<file path="config.mk">
export PLATFORM = sky130hd
export DESIGN_NAME = usb_enum_tracker
export DESIGN_NICKNAME = d
export VERILOG_FILES = /design/src/rtl/usb_enum_pkg.sv /design/src/rtl/usb_enum_req_decode.sv /design/src/rtl/usb_enum_flags.sv /design/src/rtl/usb_enum_tracker.sv
export SDC_FILE = /design/constraint.sdc
export NUM_CORES = 1
export LEC_CHECK = 0
export BUFFER_PORTS_ARGS = -buffer_cell sky130_fd_sc_hd__buf_2
export CAP_MARGIN = 5
export CORE_AREA = 8 8 45 47
export DETAILED_ROUTE_END_ITERATION = 10
export DIE_AREA = 0 0 53 55
export PLACE_DENSITY = 0.71
export SLEW_MARGIN = 20
export SYNTH_ARGS = -nofsm -noshare
export SYNTH_HDL_FRONTEND = slang
export SYNTH_SLANG_ARGS = --single-unit
</file>
<file path="constraint.sdc">
create_clock -name clk -period 2.3 [get_ports clk]
set_clock_uncertainty 0.1 [all_clocks]
set_input_delay 0.23 -clock clk [delete_from_list [all_inputs] [get_ports clk]]
set_output_delay 0.23 -clock clk [all_outputs]
set_load 0.02 [all_outputs]
</file>
<file path="src/rtl/usb_enum_pkg.sv">
package usb_enum_pkg;
  localparam logic [7:0] REQ_GET_DESC  = 8'h06;
  localparam logic [7:0] REQ_SET_CFG   = 8'h09;
  localparam logic [7:0] DESC_DEVICE   = 8'h01;

  localparam int ST_CPU_BIT  = 6;
  localparam int ST_PKT_BIT  = 4;
  localparam int ST_DFLT_BIT = 3;
  localparam int ST_CONF_BIT = 2;

  typedef struct packed {
    logic pkt_set;
    logic conf_set;
    logic conf_clr;
    logic bad_cfg;
  } enum_evt_t;
endpackage

</file>
<file path="src/rtl/usb_enum_req_decode.sv">
module usb_enum_req_decode
  import usb_enum_pkg::*;
#(
  parameter int WVAL_W = 16,
  parameter int CFGV_W = 8
) (
  input  logic              req_done,
  input  logic [7:0]        req_code,
  input  logic [7:0]        desc_type,
  input  logic [WVAL_W-1:0] w_value,
  input  logic              bus_reset,
  input  logic              in_default,
  output enum_evt_t         evt
);
  logic              live;
  logic [CFGV_W-1:0] cfg_val;

  assign cfg_val = w_value[CFGV_W-1:0];
  // a bus reset overrides any completion in the same cycle
  assign live    = req_done && in_default && !bus_reset;

  always_comb begin
    evt = '0;
    if (live) begin
      if (req_code == REQ_GET_DESC && desc_type == DESC_DEVICE)
        evt.pkt_set = 1'b1;
      if (req_code == REQ_SET_CFG) begin
        if (cfg_val == CFGV_W'(1))      evt.conf_set = 1'b1;
        else if (cfg_val == '0)         evt.conf_clr = 1'b1;
        else                            evt.bad_cfg  = 1'b1;
      end
    end
  end
endmodule

</file>
<file path="src/rtl/usb_enum_flags.sv">
module usb_enum_flags
  import usb_enum_pkg::*;
(
  input  logic      clk,
  input  logic      rst_n,
  input  logic      bus_reset,
  input  enum_evt_t evt,
  input  logic      cpu_ctl_in,
  output logic      pkt_q,
  output logic      dflt_q,
  output logic      conf_q,
  output logic      stall_q,
  output logic      cpu_ctl_q
);
  always_ff @(posedge clk or negedge rst_n) begin
    if (!rst_n) begin
      pkt_q     <= 1'b0;
      dflt_q    <= 1'b0;
      conf_q    <= 1'b0;
      stall_q   <= 1'b0;
      cpu_ctl_q <= 1'b0;
    end else begin
      cpu_ctl_q <= cpu_ctl_in;
      stall_q   <= evt.bad_cfg;
      if (evt.pkt_set) pkt_q <= 1'b1;
      if (bus_reset) begin
        dflt_q <= 1'b1;
        conf_q <= 1'b0;
      end else if (evt.conf_set) begin
        conf_q <= 1'b1;
      end else if (evt.conf_clr) begin
        conf_q <= 1'b0;
      end
    end
  end
endmodule

</file>
<file path="src/rtl/usb_enum_tracker.sv">
module usb_enum_tracker
  import usb_enum_pkg::*;
#(
  parameter int EP0_MAX_PKT = 64,
  parameter int WVAL_W      = 16,
  parameter int CFGV_W      = 8
) (
  input  logic              clk,
  input  logic              rst_n,
  input  logic              bus_reset,
  input  logic              req_done,
  input  logic [7:0]        req_code,
  input  logic [7:0]        desc_type,
  input  logic [WVAL_W-1:0] w_value,
  input  logic              cfg_desc_cpu_ctl,
  output logic [7:0]        status_reg,
  output logic              respond_en,
  output logic              nonzero_ep_en,
  output logic              ep0_use_max_pkt,
  output logic              cfg_desc_to_cpu,
  output logic              req_stall
);
  enum_evt_t evt;
  logic pkt_q, dflt_q, conf_q, stall_q, cpu_q;

  usb_enum_req_decode #(.WVAL_W(WVAL_W), .CFGV_W(CFGV_W)) i_decode (
    .req_done  (req_done),
    .req_code  (req_code),
    .desc_type (desc_type),
    .w_value   (w_value),
    .bus_reset (bus_reset),
    .in_default(dflt_q),
    .evt       (evt)
  );

  usb_enum_flags i_flags (
    .clk       (clk),
    .rst_n     (rst_n),
    .bus_reset (bus_reset),
    .evt       (evt),
    .cpu_ctl_in(cfg_desc_cpu_ctl),
    .pkt_q     (pkt_q),
    .dflt_q    (dflt_q),
    .conf_q    (conf_q),
    .stall_q   (stall_q),
    .cpu_ctl_q (cpu_q)
  );

  always_comb begin
    status_reg              = '0;
    status_reg[ST_CPU_BIT]  = cpu_q;
    status_reg[ST_PKT_BIT]  = pkt_q;
    status_reg[ST_DFLT_BIT] = dflt_q;
    status_reg[ST_CONF_BIT] = conf_q;
  end

  assign respond_en      = dflt_q;
  assign nonzero_ep_en   = conf_q;
  assign cfg_desc_to_cpu = cpu_q;
  assign req_stall       = stall_q;

  generate
    if (EP0_MAX_PKT == 8) begin : g_small_ep0
      assign ep0_use_max_pkt = 1'b0;
    end else begin : g_large_ep0
      assign ep0_use_max_pkt = pkt_q;
    end
  endgenerate
endmodule

</file>
==> impl_metrics.py <==
metrics = {
    "floorplanning": {
        "start_util_pct": 24.6,
        "top_level_ports": 50,
        "fp.dieW_um": 53,
        "coreArea_um2": 1380,
        "die_h_um": 55,
        "dieArea_um2": 2920,
        "num_rows": 14,
    },
    "synth": {
        "syn-cell-area_um2": 340,
        "synth.most_common_cell": "buf_4",
        "synthTopCellsByArea": "dfrtp_1 37%, buf_4 18%, nor3_4 4.8%",
        "yosysSeqAreaShare_pct": 36.8,
        "synthTopCellsByCount": "8 x buf_4, 5 x dfrtp_1",
        "ys_types": 20,
        "syn_inst": 31,
        "synth_top_area_share_pct": 36.8,
        "syn_area_per_cell_um2": 11.0,
        "synthArstFlopShare_pct": 100,
        "yosysWarnings": 0,
        "synth_top_area_cell": "dfrtp_1",
        "ys.flop_type": "dfrtp_1",
        "ys_ff_latch": 5,
        "synth_edf_count": 0,
    },
    "grt": {
        "grt_use_met3_pct": 6.95,
        "antenna_found_initial": 0,
        "grt_max_degree": 6,
        "use_met1_pct": 7.69,
        "grt_pass1_wl_um": 1650,
        "gr-usage-met2_pct": 11.9,
        "track_usage_pct": 8.01,
        "busiest_layer": "met2",
        "grt_pass1_vias": 378,
        "grt_overflow": 0,
    },
    "pwr": {
        "power.density_nw_per_um2": 434,
        "p_clk_share_pct": 42.4,
        "p_sw_uw": 56.3,
        "ir_worst_vdd_v": 0.000210,
        "internal_power_uw": 179,
        "finalPower_uw": 236,
        "cellLeakagePower_uw": 0.000303,
        "netSwitchingFraction_pct": 23.9,
        "p_seq_share_pct": 38.0,
        "pwr-share-comb_pct": 19.6,
    },
    "critical_path": {
        "cp_max_fo": 4,
        "rr_endpoint": "i_flags.conf_q$_DFFE_PN0P_",
        "cpMaxStageDelayCell": "dfrtp_1",
        "path_class": "reg2reg",
        "path_cells": "and4bb_1 -> nand3_2 -> nor2_2 -> mux2_1",
        "ff2ff_path_depth": 4,
        "cpLargestDelayFamily": "simple AND/OR/NAND/NOR gates",
        "slowest_delay_ns": 0.37,
        "r2r-start": "i_flags.dflt_q$_DFFE_PN0P_",
        "crit_required_ns": 2.32,
        "reg2reg_slack_ns": 0.94,
        "cp_num_buf_inv": 0,
        "end_kind": "register",
        "worst_ep_arrival_time_ns": 1.38,
        "cp-start-kind": "register",
    },
    "status": {
        "outcome": "complete, no violations",
    },
    "sta": {
        "rsz0062_at_grt": "no",
        "timing.final.crit_share_pct": 59.2,
        "post-route-min-period_ns": 1.36,
        "setup_viol": 0,
        "hold_ws_ns": 0.109,
        "setup_slack_ns": 0.939,
        "timing.fmax_mhz": 735,
        "drv_slew": 0,
        "tns_ns": 0,
        "final_hold_viol_count": 0,
    },
    "finish": {
        "drive_gt1_share_pct": 69.6,
        "n_antenna_cell": 0,
        "fin_area_um2": 543,
        "area_growth_pct": 59.6,
        "nFillCells": 154,
        "multiInputGateArea_um2": 166,
        "seq_area_um2": 125,
        "nets": 107,
    },
    "min_path": {
        "min_from": "bus_reset",
        "hold_class": "in2reg",
        "min_path_cells": 2,
        "worstHoldEndpoint": "i_flags.dflt_q$_DFFE_PN0P_",
    },
    "route": {
        "drtAntennaViolNets": 0,
        "drc": 0,
        "firstDrtPassIters": 4,
        "vias": 355,
        "via_per_inst": 4.18,
        "wl_per_cell_um": 12.4,
        "drt_iter0_markers": 1,
        "wl_um": 1060,
    },
    "place": {
        "pre_cts_slack_ns": 0.897,
        "place_area_um2": 497,
        "numPortBuffers": 37,
        "place.gp.congestion": 0.671,
        "dp_hpwl_um": 975,
    },
    "clocking": {
        "cts_made_buffers": 3,
        "post_cts_resized": 0,
        "cts_root_buf": "clkbuf_4",
        "clk_pin_slew_ns": 0.04,
        "htreeDepth": 1,
        "cts.sinks": 5,
        "cts_hold_buffers": 2,
        "postCtsSetupBuffers": 0,
        "insertion_delay_ns": 0.24,
        "clk_path_buf_depth": 2,
        "cts_tree": "built",
    },
    "run": {
        "max-cap-violations": 0,
    },
}
layout make-up:
| cell class | count | share of cell area [%] |
|---|---|---|
| Clock buffer | 4 | 4.84 |
| Sequential cell | 5 | 23.0 |
| Timing Repair Buffer | 39 | 37.8 |
| Tap cell | 16 | 3.69 |
| Multi-Input combinational cell | 21 | 30.6 |
layout by cell type (no fill, tap or decap):
master	count
buf_2	37
nor3_4	1
and4bb_2	1
mux2_1	1
dlygate4sd3_1	2
nor4bb_1	1
nand2_1	1
dfrtp_1	5
and4bb_1	1
nor4_2	1
nor2_2	1
or2_2	1
nor4_1	1
nor3_1	1
nor2_1	1
a41o_2	1
clkbuf_1	1
and4b_1	1
conb_1	4
clkbuf_4	3
nand3_2	1
a21oi_1	1
and2b_2	1
worst max path at each step:
| stage | cells past startpoint | endpoint | start |
|---|---|---|---|
| after floorplan | 4 | i_flags.conf_q$_DFFE_PN0P_ | i_flags.dflt_q$_DFFE_PN0P_ |
| after detailed placement | 5 | i_flags.conf_q$_DFFE_PN0P_ | bus_reset |
| after CTS | 4 | i_flags.conf_q$_DFFE_PN0P_ | i_flags.dflt_q$_DFFE_PN0P_ |
| final | 4 | i_flags.conf_q$_DFFE_PN0P_ | i_flags.dflt_q$_DFFE_PN0P_ |
| after global placement | 5 | i_flags.conf_q$_DFFE_PN0P_ | bus_reset |
| after global routing | 4 | i_flags.conf_q$_DFFE_PN0P_ | i_flags.dflt_q$_DFFE_PN0P_ |
cell families after synthesis:
group / Yosys count / synth area share (%)
compound gates: 2 / 4.78
flops: 5 / 36.8
other cells: 1 / 1.10
mux: 1 / 3.31
simple gates: 14 / 36.4
buf+inv: 8 / 17.6
flip-flops by register name, summed over array words and instances (netlist names):
| signal | count |
|---|---|
| i_flags.conf_q | 1 |
| i_flags.cpu_ctl_q | 1 |
| i_flags.dflt_q | 1 |
| i_flags.pkt_q | 1 |
| i_flags.stall_q | 1 |
per-stage QoR:
step,cells,util (%)
final,85,39.2
after global routing,85,39.2
after CTS,85,39.2
after detailed placement,79,35.9
after global placement,79,35.9
after floorplan,34,-
power by group through the flow:
stage | clock network [µW] | registers, µW | logic [µW]
after detailed placement | 0 | 90.9 | 43.8
final | 99.9 | 89.6 | 46.2
after CTS | 104 | 89.6 | 46.7
after global placement | 0 | 90.8 | 43.0
after global routing | 119 | 89.5 | 51.1
after floorplan | 0 | 92.2 | 19.9
routing by layer:
layer  up-vias  share of wire [%]
met4         0                  0
met2        22                 53
met5         -                  0
met1       158                 32
li1        175                  -
met3         0                 15
worst register-to-register path, stage by stage (launching register included):
cell,delay [ns]
dfrtp_1,0.37
and4bb_1,0.24
nand3_2,0.10
nor2_2,0.12
mux2_1,0.32
No activity file was read; power rests on OpenSTA's default activity.
